==> config.mk <==
export PLATFORM = sky130hd
export DESIGN_NAME = lockq_mgr
export DESIGN_NICKNAME = d
export VERILOG_FILES = /design/src/rtl/lockq_pkg.sv /design/src/rtl/lockq_fold.sv /design/src/rtl/lockq_plan.sv /design/src/rtl/lockq_waitlist.sv /design/src/rtl/lockq_mgr.sv
export SDC_FILE = /design/constraint.sdc
export NUM_CORES = 1
export LEC_CHECK = 0
export CAP_MARGIN = 40
export CORE_MARGIN = 2
export CORE_UTILIZATION = 38
export CTS_CLUSTER_SIZE = 40
export DETAILED_ROUTE_END_ITERATION = 8
export DONT_BUFFER_PORTS = 1
export PLACE_DENSITY_LB_ADDON = 0.08
export SLEW_MARGIN = 10
export SYNTH_ARGS = -nofsm -noshare
export SYNTH_HDL_FRONTEND = slang
export SYNTH_SLANG_ARGS = --single-unit
==> constraint.sdc <==
create_clock -name clk -period 4.4 [get_ports clk]
set_clock_uncertainty 0.1 [all_clocks]
set_input_delay 0.88 -clock clk [delete_from_list [all_inputs] [get_ports clk]]
set_output_delay 0.88 -clock clk [all_outputs]
set_load 0.02 [all_outputs]
==> src/rtl/lockq_pkg.sv <==
package lockq_pkg;
    localparam int SLOT_W     = 16;
    localparam int SLOTS      = 4;
    localparam int WORD_W     = SLOT_W * SLOTS;
    localparam int SLOT_IDX_W = $clog2(SLOTS);

    typedef enum logic [1:0] {
        RSP_GRANT    = 2'd0,
        RSP_QUEUED   = 2'd1,
        RSP_REFUSED  = 2'd2,
        RSP_RELEASED = 2'd3
    } rsp_code_e;

    typedef enum logic [2:0] {
        ST_IDLE,
        ST_READ,
        ST_PLAN,
        ST_SWAP,
        ST_REPLY,
        ST_PREAD,
        ST_PCHECK
    } lq_state_e;
endpackage

==> src/rtl/lockq_fold.sv <==
module lockq_fold #(
    parameter int ID_W  = 32,
    parameter int BKT_W = 4
) (
    input  logic [ID_W-1:0]  rec,
    output logic [BKT_W-1:0] idx
);
    always_comb begin
        idx = '0;
        for (int k = 0; k < ID_W; k++) begin
            idx[k % BKT_W] = idx[k % BKT_W] ^ rec[k];
        end
    end
endmodule

==> src/rtl/lockq_plan.sv <==
module lockq_plan
    import lockq_pkg::*;
(
    input  logic [WORD_W-1:0] word,
    input  logic              op_unlock,
    input  logic [SLOT_W-1:0] who,
    input  logic              wl_full,
    output logic [WORD_W-1:0] new_word,
    output logic [1:0]        code
);
    logic [SLOTS-1:0]      empty;
    logic                  have_free;
    logic [SLOT_IDX_W-1:0] free_k;
    logic [SLOT_W-1:0]     head;

    assign head = word[SLOT_W-1:0];

    for (genvar g = 0; g < SLOTS; g++) begin : g_empty
        assign empty[g] = (word[g*SLOT_W +: SLOT_W] == '0);
    end

    always_comb begin
        have_free = 1'b0;
        free_k    = '0;
        for (int i = SLOTS - 1; i >= 1; i--) begin
            if (empty[i]) begin
                have_free = 1'b1;
                free_k    = SLOT_IDX_W'(i);
            end
        end
    end

    always_comb begin
        new_word = word;
        code     = RSP_REFUSED;
        if (who != '0) begin
            if (op_unlock) begin
                if (head == who) begin
                    new_word = word >> SLOT_W;
                    code     = RSP_RELEASED;
                end
            end else if (head == '0) begin
                new_word[SLOT_W-1:0] = who;
                code                 = RSP_GRANT;
            end else if (have_free && !wl_full) begin
                new_word[free_k*SLOT_W +: SLOT_W] = who;
                code                              = RSP_QUEUED;
            end
        end
    end
endmodule

==> src/rtl/lockq_waitlist.sv <==
module lockq_waitlist
    import lockq_pkg::*;
#(
    parameter int WAIT_N = 4,
    parameter int BKT_W  = 4
) (
    input  logic              clk,
    input  logic              rst_n,
    input  logic              push,
    input  logic [SLOT_W-1:0] push_who,
    input  logic [BKT_W-1:0]  push_idx,
    input  logic              pop,
    input  logic              advance,
    output logic              full,
    output logic              cur_valid,
    output logic [SLOT_W-1:0] cur_who,
    output logic [BKT_W-1:0]  cur_idx
);
    localparam int PTR_W = (WAIT_N > 1) ? $clog2(WAIT_N) : 1;

    logic [WAIT_N-1:0]       used;
    logic [SLOT_W-1:0]       who_r [WAIT_N];
    logic [BKT_W-1:0]        idx_r [WAIT_N];
    logic [PTR_W-1:0]        ptr;
    logic [PTR_W-1:0]        ptr_nx;
    logic [PTR_W-1:0]        free_p;

    assign full      = &used;
    assign cur_valid = used[ptr];
    assign cur_who   = who_r[ptr];
    assign cur_idx   = idx_r[ptr];
    assign ptr_nx    = (ptr == PTR_W'(WAIT_N - 1)) ? '0 : ptr + 1'b1;

    always_comb begin
        free_p = '0;
        for (int i = WAIT_N - 1; i >= 0; i--) begin
            if (!used[i]) free_p = PTR_W'(i);
        end
    end

    always_ff @(posedge clk or negedge rst_n) begin
        if (!rst_n) begin
            used <= '0;
            ptr  <= '0;
            for (int i = 0; i < WAIT_N; i++) begin
                who_r[i] <= '0;
                idx_r[i] <= '0;
            end
        end else begin
            if (push && !full) begin
                used[free_p]  <= 1'b1;
                who_r[free_p] <= push_who;
                idx_r[free_p] <= push_idx;
            end
            if (pop) used[ptr] <= 1'b0;
            if (pop || advance) ptr <= ptr_nx;
        end
    end
endmodule

==> src/rtl/lockq_mgr.sv <==
module lockq_mgr
    import lockq_pkg::*;
#(
    parameter int ID_W   = 32,
    parameter int BKT_W  = 4,
    parameter int ADDR_W = 32,
    parameter int WAIT_N = 4
) (
    input  logic              clk,
    input  logic              rst_n,
    input  logic [ADDR_W-1:0] base_addr,
    input  logic              req_valid,
    output logic              req_ready,
    input  logic              req_op,
    input  logic [ID_W-1:0]   req_rec,
    input  logic [SLOT_W-1:0] req_who,
    output logic              rsp_valid,
    input  logic              rsp_ready,
    output logic [1:0]        rsp_code,
    output logic [SLOT_W-1:0] rsp_who,
    output logic [BKT_W-1:0]  rsp_bkt,
    output logic              mem_req,
    output logic              mem_is_cas,
    output logic [ADDR_W-1:0] mem_addr,
    output logic [WORD_W-1:0] mem_cmp,
    output logic [WORD_W-1:0] mem_wdata,
    input  logic              mem_ack,
    input  logic              mem_ok,
    input  logic [WORD_W-1:0] mem_rdata
);
    lq_state_e         state, state_nx;
    logic [BKT_W-1:0]  fold_idx;
    logic              op_q;
    logic [SLOT_W-1:0] who_q;
    logic [BKT_W-1:0]  idx_q;
    logic [WORD_W-1:0] word_q;
    logic [WORD_W-1:0] new_q;
    logic [1:0]        code_q;
    logic              poll_turn;
    logic [1:0]        rsp_code_q;
    logic [SLOT_W-1:0] rsp_who_q;
    logic [BKT_W-1:0]  rsp_bkt_q;

    logic [WORD_W-1:0] plan_new;
    logic [1:0]        plan_code;

    logic              wl_full, wl_cur_valid;
    logic [SLOT_W-1:0] wl_cur_who;
    logic [BKT_W-1:0]  wl_cur_idx;
    logic              wl_push, wl_pop, wl_advance;

    logic              poll_go;
    logic              head_match;
    logic [BKT_W-1:0]  sel_idx;

    lockq_fold #(.ID_W(ID_W), .BKT_W(BKT_W)) u_fold (
        .rec (req_rec),
        .idx (fold_idx)
    );

    lockq_plan u_plan (
        .word      (word_q),
        .op_unlock (op_q),
        .who       (who_q),
        .wl_full   (wl_full),
        .new_word  (plan_new),
        .code      (plan_code)
    );

    lockq_waitlist #(.WAIT_N(WAIT_N), .BKT_W(BKT_W)) u_wait (
        .clk       (clk),
        .rst_n     (rst_n),
        .push      (wl_push),
        .push_who  (who_q),
        .push_idx  (idx_q),
        .pop       (wl_pop),
        .advance   (wl_advance),
        .full      (wl_full),
        .cur_valid (wl_cur_valid),
        .cur_who   (wl_cur_who),
        .cur_idx   (wl_cur_idx)
    );

    assign poll_go    = (state == ST_IDLE) && wl_cur_valid && (poll_turn || !req_valid);
    assign head_match = (word_q[SLOT_W-1:0] == wl_cur_who);
    assign wl_push    = (state == ST_SWAP) && mem_ack && mem_ok && (code_q == RSP_QUEUED);
    assign wl_pop     = (state == ST_PCHECK) && head_match;
    assign wl_advance = ((state == ST_IDLE) && !wl_cur_valid) ||
                        ((state == ST_PCHECK) && !head_match);

    // Next-state selection
    always_comb begin
        state_nx = state;
        unique case (state)
            ST_IDLE: begin
                if (poll_go)        state_nx = ST_PREAD;
                else if (req_valid) state_nx = ST_READ;
            end
            ST_READ:   if (mem_ack) state_nx = ST_PLAN;
            ST_PLAN:   state_nx = (plan_code == RSP_REFUSED) ? ST_REPLY : ST_SWAP;
            ST_SWAP:   if (mem_ack) state_nx = mem_ok ? ST_REPLY : ST_READ;
            ST_REPLY:  if (rsp_ready) state_nx = ST_IDLE;
            ST_PREAD:  if (mem_ack) state_nx = ST_PCHECK;
            ST_PCHECK: state_nx = head_match ? ST_REPLY : ST_IDLE;
            default:   state_nx = ST_IDLE;
        endcase
    end

    // State register
    always_ff @(posedge clk or negedge rst_n) begin
        if (!rst_n) state <= ST_IDLE;
        else        state <= state_nx;
    end

    // Working registers
    always_ff @(posedge clk or negedge rst_n) begin
        if (!rst_n) begin
            op_q       <= 1'b0;
            who_q      <= '0;
            idx_q      <= '0;
            word_q     <= '0;
            new_q      <= '0;
            code_q     <= RSP_REFUSED;
            poll_turn  <= 1'b0;
            rsp_code_q <= RSP_REFUSED;
            rsp_who_q  <= '0;
            rsp_bkt_q  <= '0;
        end else begin
            unique case (state)
                ST_IDLE: begin
                    if (poll_go) begin
                        poll_turn <= 1'b0;
                    end else if (req_valid) begin
                        op_q      <= req_op;
                        who_q     <= req_who;
                        idx_q     <= fold_idx;
                        poll_turn <= 1'b1;
                    end
                end
                ST_READ, ST_PREAD: begin
                    if (mem_ack) word_q <= mem_rdata;
                end
                ST_PLAN: begin
                    new_q      <= plan_new;
                    code_q     <= plan_code;
                    rsp_code_q <= plan_code;
                    rsp_who_q  <= who_q;
                    rsp_bkt_q  <= idx_q;
                end
                ST_SWAP: begin
                    if (mem_ack && mem_ok) rsp_code_q <= code_q;
                end
                ST_PCHECK: begin
                    if (head_match) begin
                        rsp_code_q <= RSP_GRANT;
                        rsp_who_q  <= wl_cur_who;
                        rsp_bkt_q  <= wl_cur_idx;
                    end
                end
                default: ;
            endcase
        end
    end

    // Outputs
    always_comb begin
        sel_idx    = (state == ST_PREAD) ? wl_cur_idx : idx_q;
        req_ready  = (state == ST_IDLE) && !poll_go;
        mem_req    = (state == ST_READ) || (state == ST_SWAP) || (state == ST_PREAD);
        mem_is_cas = (state == ST_SWAP);
        mem_addr   = base_addr + ADDR_W'({sel_idx, 3'b000});
        mem_cmp    = word_q;
        mem_wdata  = new_q;
        rsp_valid  = (state == ST_REPLY);
        rsp_code   = rsp_code_q;
        rsp_who    = rsp_who_q;
        rsp_bkt    = rsp_bkt_q;
    end
endmodule

==> impl_metrics.ini, run 1 <==
[floorplan]
num_io_pins = 337
rows = 69
core_sq_um = 35400
fp.dieH_um = 193.0
start_util = 0.3834
dieArea_sq_um = 37240
die_w_um = 193.0

[sta]
drv_slew = 0
tightest_slew_ns = 0.8589
fmax_mhz = 228.5
fin_crit_sh = 0.9944
relSlewSlack = 0.4274
finalCriticalPeriod_ns = 4.376
hold_ws_ns = -0.1013
setup_viol = 0
fin_tns_setup_ns = 0
hold_viol = 154
rsz0062_at_grt = yes

[logic_synthesis]
yosysSeqAreaShare = 0.4852
synth.ff_latch_count = 263
synth_area_leaders = dfrtp_1 (48%), mux2_2 (14%), xnor2_1 (3.9%)
synth_fp_nets = 1301
synth.mux.area_fraction = 0.2356
netlist_instances = 1137
synthDistinctLibCells = 58
synth_top_family_by_area = multiplexers
yosysWarnings = 0
synthSimpleGateAreaFrac = 0.07643
syn-cell-area_sq_um = 13570
synthXorXnorAreaFrac = 0.05615
synth-adder-area-share = 0.01254
synth-async-reset-ratio = 1.000
synth_top_area_cell = dfrtp_1
yosys_most_used_dff = dfrtp_1
avgSynthCellArea_sq_um = 11.94
synth_compound_area_frac = 0.09220
synth_top_cell_area_share = 0.4813
synth-edff-count = 0

[final_layout]
stdcell_count = 1633
nets = 1310
syn_to_final_growth_pct = 15.79
fillers = 3325
drive_gt1_frac = 0.3368

[power]
p_leak_nw = 7.022
ir_drop_mv = 0.4591
power_density_nw_per_um2 = 757.6

[detailed_routing]
drc = 0
vias = 9547
route.met3.wl_um = 3426
vias_per_cell = 5.846
ant_nets = 0
wl_met1_um = 19920
top_layer_used = met4
drt-total-wl_um = 44290
wl_met2_um = 20250
routedWlPerCell_um = 27.12
dr.first_iter.drc_count = 854
first_pass_iters = 8

[outcome]
status = finished, violations left
violations = hold timing

[clock_network]
htreeDepth = 1
cts_root_buf = clkbuf_16
cts_tree = done
clk_pin_slew_ns = 0.06
cts_buffers = 30
clk_latency_ns = 0.58
clockBufferDepth = 3
cts_sinks = 263

[global_routing]
grt_max_degree = 264
grt_pass1_wl_um = 63470
grt_use_total = 0.2311
grt_pass1_vias = 9286
gr-total-overflow = 0
antenna_found_initial = 2

[min_path]
min_path_type = input port to asynchronous set/reset pin

[critical_path]
crit_type = register to primary output
startpoint_type = register
path_max_fanout = 4
cp.required_ns = 3.42
worst-endpoint-arrival_ns = 3.40
endpoint_kind = primary output

[place]
io_buffers = 0
placed_cells = 1569
dp_hpwl_um = 30360
gp_congestion = 0.8083

[run]
drv_cap = 0
[cell families (layout without fill, tap and decap cells)]
| family | count (synthesis) | in the layout |
|---|---|---|
| XOR/XNOR | 87 | 87 |
| flip-flops | 263 | 263 |
| AO/OA/AOI/OAI | 182 | 182 |
| buffers and inverters | 135 | 168 |
| other | 0 | 2 |
| adder cells (fa/ha/maj) | 13 | 13 |
| AND/OR/NAND/NOR | 197 | 197 |
| multiplexers | 260 | 260 |
[cells in the mapped netlist (all sizes together), types with 2 or more instances]
library cell / n
nand2: 61
nor4: 28
ha: 12
and3: 9
a31oi: 18
clkbuf: 73
mux2: 205
nor3b: 2
nand3: 17
xnor2: 61
a221oi: 16
o22ai: 32
o21ai: 31
nand4: 11
a21oi: 22
or3: 17
nor2: 21
a21o: 2
inv: 33
nor2b: 5
mux2i: 34
buf: 29
a211oi: 4
dfstp: 2
or2: 4
a222oi: 15
xor2: 26
mux4: 21
nor3: 9
a22oi: 32
and4: 4
and2: 6
dfrtp: 261
o21bai: 2
[stage by stage]
stage	setup WS (ns)	cell area (sq um)	hold WS, ns	util	power, W
2_1_floorplan	0.03892	13580	0.3497	-	0.007354
3_3_place_gp	0.1496	14270	0.3648	0.4031	0.008903
3_5_place_dp	0.1399	14310	0.3741	0.4044	0.008943
4_1_cts	0.01863	15600	-0.1259	0.4408	0.01197
5_1_grt	-0.1244	15710	-0.1198	0.4439	0.01247
6_report	0.02442	15710	-0.1013	0.4439	0.01190
[metal layers]
metal | GRT usage | vias up
met2 | 0.3524 | 350
li1 | - | 4198
met5 | 0 | -
met4 | 0.05390 | 0
met3 | 0.04670 | 41
met1 | 0.3380 | 4958
[sequential cells by signal (all words and copies together) (netlist names), 2 cells and up]
signal,flops
u_wait.ptr,2
rsp_code,2
rsp_who,16
u_wait.used,4
u_wait.who_r,64
rsp_bkt,4
mem_wdata,64
state,3
u_wait.idx_r,16
mem_cmp,64
code_q,2
idx_q,4
who_q,16
[area by class of cell]
class,count,area (sq um),area share
antenna,2,5.005,0.0003185
clock buffer,38,862.1,0.05486
clock inverter,18,281.5,0.01792
inverter,33,123.9,0.007883
multi-input combinational,739,6655,0.4235
sequential,263,6585,0.4191
tap,461,576.8,0.03671
timing repair buffer,79,624.3,0.03973
[worst max-delay path, cell delays in order (launching register included)]
cell and delay [ns]:
dfrtp_2 0.46, mux4_2 0.36, mux2_4 0.17, ha_4 0.13
inv_2 0.04, fa_2 0.41, nor2b_4 0.14, o21ai_4 0.08
a2111oi_4 0.34, and2_4 0.23, and4_1 0.18, xor2_1 0.13
buf_4 0.15
[power by group]
| part | switching (W) | internal [W] | leakage, nW |
|---|---|---|---|
| Combinational | 0.00192 | 0.00171 | 3.15 |
| Sequential | 0.00219 | 0.00321 | 3.31 |
| Clock | 0.00108 | 0.00179 | 0.562 |
[worst paths after layout]
| check | startpoint | to | slack (ns) | cells past startpoint |
|---|---|---|---|---|
| min in group clk | req_op | op_q | 0.35 | 2 |
| setup / recovery | u_wait.ptr[0] | mem_addr[31] | 0.02 | 12 |
| setup reg to reg | u_wait.ptr[0] | rsp_who[9] | 0.82 | 10 |
| hold / removal | rst_n | mem_cmp[22] | -0.10 | 0 |
| max in group asynchronous | rst_n | rsp_bkt[3] | 3.81 | 0 |
| hold reg to reg | u_wait.who_r[1] | u_wait.who_r[1] | 0.39 | 1 |
[cell usage in the layout (no fill, tap or decap), types with 26 or more instances in the layout]
master and count:
dfrtp_1 260, mux2_2 169, buf_4 75, nand2_1 57, xnor2_1 57, mux2i_1 33, a22oi_1 32, o22ai_1 32
inv_1 31, clkbuf_16 31, o21ai_0 27, nor4_1 26, xor2_1 26
[timing repair]
item | in CTS | in global routing
endpoints found under the setup margin | 24 | 15
pin swaps | 9 | 9
buffers inserted | 3 | 3
endpoints found under the hold margin | 261 | 261
gates resized for setup | 26 | 16
Power figures use the tool's default switching activity.
==> inputs of run 2 (changes only) <==
CORE_UTILIZATION = 58   (was 38)
SLEW_MARGIN = 20   (was 10)
==> run 2 against run 1 <==
  * The flow still finishes with violations (hold timing)
  * Critical path depth down 2
  * Critical path type unchanged
  * Non-clock buffer count down 15
  * Count of clock-buffer cells in the layout up 6
==> impl_metrics.ini, run 2 (synthesis gave the netlist of run 1 again) <==
[outcome]
status = finished, violations left
violations = hold timing

[power]
p_leak_nw = 6.813
ir_drop_mv = 0.4720
p_switching_w = 0.004900
pwr-share-seq = 0.504
p_sw_frac = 0.4388
clkPwrFrac = 0.216
p_int_w = 0.006267
pwr-share-comb = 0.281
power_density_nw_per_um2 = 736.6

[detailed_routing]
vias_per_cell = 6.499
ant_nets = 0
routedWlPerCell_um = 26.12
vias = 9515
first_pass_iters = 9
drc = 0
dr.first_iter.drc_count = 1048
drt-total-wl_um = 38240

[final_layout]
final_cell_mix = dfrtp_1 (260), mux2_2 (170), buf_4 (62)
syn_to_final_growth_pct = 11.73
final_core_util = 0.6656
drive_gt1_frac = 0.3113
nets = 1293
mostFrequentLayoutCell = dfrtp_1

[critical_path]
endpoint_kind = primary output
worst-endpoint-arrival_ns = 3.38
crit_type = register to primary output
cp.required_ns = 3.42
path_max_fanout = 5
startpoint_type = register

[min_path]
min_path_type = input port to asynchronous set/reset pin

[global_routing]
grt_pass1_wl_um = 56030
grt_max_degree = 264
grt_use_total = 0.2993
grt_pass1_vias = 9078
antenna_found_initial = 1
gr-total-overflow = 0

[floorplan]
dieArea_sq_um = 24640
rows = 55
num_io_pins = 337
fp.dieH_um = 157.0
die_w_um = 157.0
core_sq_um = 22780
start_util = 0.5958

[place]
io_buffers = 0
dp_hpwl_um = 26010
gp_congestion = 0.8206

[clock_network]
clockBufferDepth = 3
clk_latency_ns = 0.54
clk_pin_slew_ns = 0.06
cts_sinks = 263
cts_root_buf = clkbuf_16
htreeDepth = 1
cts_tree = done
cts_buffers = 28

[run]
drv_cap = 0

[sta]
finalCriticalPeriod_ns = 4.357
fin_crit_sh = 0.9903
fmax_mhz = 229.5
drv_slew = 0
rsz0062_at_grt = yes
setup_viol = 0
tightest_slew_ns = 0.9242
relSlewSlack = 0.3805
hold_viol = 175
hold_ws_ns = -0.07172
==> run 2: cell count changes in the layout (fill, tap and decap cells not counted), sizes merged <==
| cell | change |
|---|---|
| inv | -1 |
| clkbuf | +6 |
| buf | -15 |
| diode | -1 |
| bufinv | -4 |
| clkinv | -5 |
| clkinvlp | -1 |
==> run 2: path summary, 6_finish.rpt <==
check                           startpoint              end  slack, ns  cells past startpoint
max                          u_wait.ptr[0]     mem_addr[31]       0.04                     10
min                                  rst_n      mem_cmp[54]      -0.07                      0
max reg2reg                    mem_cmp[50]    mem_wdata[44]       0.83                     12
min reg2reg                u_wait.who_r[3]  u_wait.who_r[3]       0.39                      1
max in group asynchronous            rst_n    u_wait.ptr[0]       3.89                      0
min in group clk                    req_op             op_q       0.36                      2
==> run 2: metal layers <==
layer,vias up,GRT usage,wire length [um]
met2,484,0.4597,17350
met1,4801,0.4234,15730
met3,83,0.07902,4062
li1,4147,-,-
met5,-,0,0
met4,0,0.08301,1099
==> run 2: critical path: stages, from the launching register on <==
cell	delay (ns)
dfrtp_2	0.45
mux4_2	0.55
mux2_4	0.30
ha_4	0.28
nor2b_4	0.15
o21ai_4	0.07
a2111oi_4	0.33
and2_4	0.21
and4_1	0.19
xor2_1	0.14
buf_4	0.15
==> run 2: power groups by stage <==
stage | Combinational (W) | Clock [W] | Sequential, W
6_report | 0.00313 | 0.00241 | 0.00563
5_1_grt | 0.00341 | 0.00254 | 0.00570
4_1_cts | 0.00303 | 0.00244 | 0.00557
3_5_place_dp | 0.00296 | 0 | 0.00561
3_3_place_gp | 0.00291 | 0 | 0.00558
2_1_floorplan | 0.00272 | 0 | 0.00463
==> run 2: final cells by class <==
cell class	count	area, sq um
antenna	1	2.502
clock buffer	44	820.8
clock inverter	7	127.6
fill	1757	7616
inverter	33	123.9
multi-input combinational	739	6598
sequential	263	6585
tap	313	391.6
timing repair buffer	64	513.0
==> run 2: timing repair <==
action,CTS,global route
pin swaps,4,5
setup buffers,1,8
setup endpoints to repair,16,12
hold endpoints to repair,261,261
resized for setup,17,14
==> run 2: metrics by stage <==
stage	total power, W	instance area (sq um)	std cells	TNS, ns	setup WS, ns
6_report	0.01117	15160	1464	0	0.04272
5_1_grt	0.01164	15160	1464	-0.3523	-0.08307
4_1_cts	0.01104	15000	1453	0	0.006329
3_5_place_dp	0.008569	13970	1401	0	0.1647
3_3_place_gp	0.008489	13940	1400	0	0.2657
2_1_floorplan	0.007354	13580	1137	0	0.03892
==> inputs of run 3 (changes only) <==
SYNTH_HIERARCHICAL = 1   (was default)
==> run 3 against run 2 <==
  * The run still ends with hold timing left
  * Fmax is 0.81% higher
  * Power rose by 2.4%
  * Sequential share of layout area is 1.8 points lower
  * Hold slack better by 0.0047 ns
  * Worst setup slack improved by 0.035 ns
  * Clock power barely moved
  * First-iteration DRC count fell by 30%
  * Cell count is 5.8% higher
  * Count of clock-buffer cells in the layout stayed put
==> impl_metrics.ini, run 3 <==
[sta]
finalCriticalPeriod_ns = 4.322
fin_crit_sh = 0.9824
tightest_slew_ns = 0.8140
hold_viol = 66
hold_ws_ns = -0.06701
relSlewSlack = 0.4524
drv_slew = 0
setup_viol = 0
fin_tns_setup_ns = 0
fmax_mhz = 231.3

[logic_synthesis]
synth_top_cell_area_share = 0.4582
synth_top_area_cell = dfrtp_1
synth-async-reset-ratio = 1.000
yosysSeqAreaShare = 0.4619
post-synth-top-count-cell = dfrtp_1
avgSynthCellArea_sq_um = 12.19
synth-edff-count = 0
synth_fp_nets = 1332
syn-cell-area_sq_um = 14250
ys_top_cells_by_count = dfrtp_1 (261), mux2_2 (236), xnor2_1 (57)
synthDistinctLibCells = 76
yosys_most_used_dff = dfrtp_1
synth_area_leaders = dfrtp_1 (46%), mux2_2 (19%), xnor2_1 (3.5%)
netlist_instances = 1169
yosysWarnings = 6
synth.ff_latch_count = 263

[final_layout]
final_cell_mix = dfrtp_1 (260), mux2_2 (234), buf_4 (72)
syn_to_final_growth_pct = 11.06
final_core_util = 0.6528
nets = 1363
mostFrequentLayoutCell = dfrtp_1
stdcell_count = 1549
drive_gt1_frac = 0.3432

[floorplan]
rows = 57
num_io_pins = 337
core_sq_um = 24250
dieArea_sq_um = 25850
die_w_um = 160.8
fp.dieH_um = 160.8
start_util = 0.5878

[power]
ir_drop_mv = 0.5272
total_power_w = 0.01144
p_leak_nw = 6.786
power_density_nw_per_um2 = 722.6

[critical_path]
cp.required_ns = 3.42
max_stage_delay_ns = 0.53
cp_cell_sequence = mux4_2 -> mux2_2 -> ha_1 -> inv_1 -> fa_2 -> nor2b_4 -> o31a_1 -> and2_1 -> nand4_1 -> xnor2_1 -> buf_4
path_max_fanout = 6
crit_type = register to primary output
critPathSlowestCell = mux4_2
endpoint_kind = primary output
startpoint_type = register
worst-endpoint-arrival_ns = 3.34

[global_routing]
gr-total-overflow = 0
grt_max_degree = 264
grt_pass1_vias = 10151
grt_use_total = 0.3188
antenna_found_initial = 7
grt_pass1_wl_um = 63090

[clock_network]
clockBufferDepth = 3
cts_sinks = 263
htreeDepth = 1
cts_tree = done
cts_root_buf = clkbuf_16
cts_buffers = 28
clk_pin_slew_ns = 0.06
clk_latency_ns = 0.55

[place]
dp_hpwl_um = 28990
io_buffers = 0
placed_cells = 1483
gp_congestion = 0.8878

[detailed_routing]
vias_per_cell = 6.491
routedWlPerCell_um = 27.03
first_pass_iters = 5
dr.first_iter.drc_count = 737
drt-total-wl_um = 41880
ant_nets = 0
drc = 0
vias = 10054

[min_path]
min_path_type = input port to asynchronous set/reset pin

[outcome]
status = finished, violations left
violations = hold timing

[run]
drv_cap = 0
## run 3: repair_timing
action | in CTS | in global routing
hold endpoints to repair | 261 | 261
pin swaps | 1 | 7
setup endpoints to repair | 12 | 16
buffers inserted | 2 | 9
resized for setup | 2 | 11
## run 3: metal layers
layer  track usage  share of wire  vias up
li1              -              -     4407
met1        0.4007           0.38     5052
met2        0.5300           0.48      509
met3        0.1064           0.11       82
met4       0.09213          0.026        4
met5             0        0.00062        -
## run 3: power breakdown
part           leakage [nW]  internal [W]  switching [W]
Combinational          3.02       0.00179        0.00166
Sequential             3.30       0.00323        0.00234
Clock                 0.471       0.00145       0.000970
Total                  6.79       0.00647        0.00497
## run 3: cell families (layout without fill, tap and decap cells)
group,after synthesis,after routing,share of synthesized area
other,0,4,0
AOI/OAI and AO/OA,198,198,0.1026
xor gates and xnor gates,86,86,0.05284
buffers and inverters,102,154,0.03924
and+or+nand+nor,233,233,0.09963
muxes,275,275,0.2327
DFF,263,263,0.4619
adders and majority gates,12,12,0.01106
## run 3: final timing paths
| check | endpoint | cells past startpoint | slack [ns] | from |
|---|---|---|---|---|
| setup / recovery | mem_addr[23] | 11 | 0.08 | u_wait/ptr[0] |
| hold / removal | u_wait/who_r[25] | 0 | -0.07 | rst_n |
| setup reg to reg | mem_wdata[42] | 11 | 0.81 | mem_cmp[48] |
| hold reg to reg | u_wait/who_r[14] | 1 | 0.39 | u_wait/who_r[14] |
| max in group asynchronous | rsp_code[1] | 0 | 3.80 | rst_n |
| min in group clk | who_q[6] | 1 | 0.38 | req_who[6] |
## run 3: final cells by class
type | count | area, sq um
diodes | 4 | 10.01
clock buffers | 44 | 860.8
clock inverters | 7 | 98.84
fillers | 1867 | 8418
inverters | 29 | 108.9
multi-input cells | 804 | 7178
flip-flops and latches | 263 | 6585
well taps | 324 | 405.4
repair buffers | 74 | 583.1
## run 3: critical path: cells and delay by family (launching register included)
kind / cells / cell delay [ns]
muxes: 2 / 0.82
adders and majority gates: 2 / 0.46
DFF: 1 / 0.40
and+or+nand+nor: 3 / 0.39
AOI/OAI and AO/OA: 1 / 0.36
buffers and inverters: 2 / 0.25
xor gates and xnor gates: 1 / 0.12
## run 3: metrics by stage
step	worst slack, ns	instance area (sq um)
floorplan	0.3420	14250
global placement	0.5098	14680
detailed placement	0.4722	14720
finish	0.07752	15830
CTS	0.02370	15700
global route	-0.02907	15830
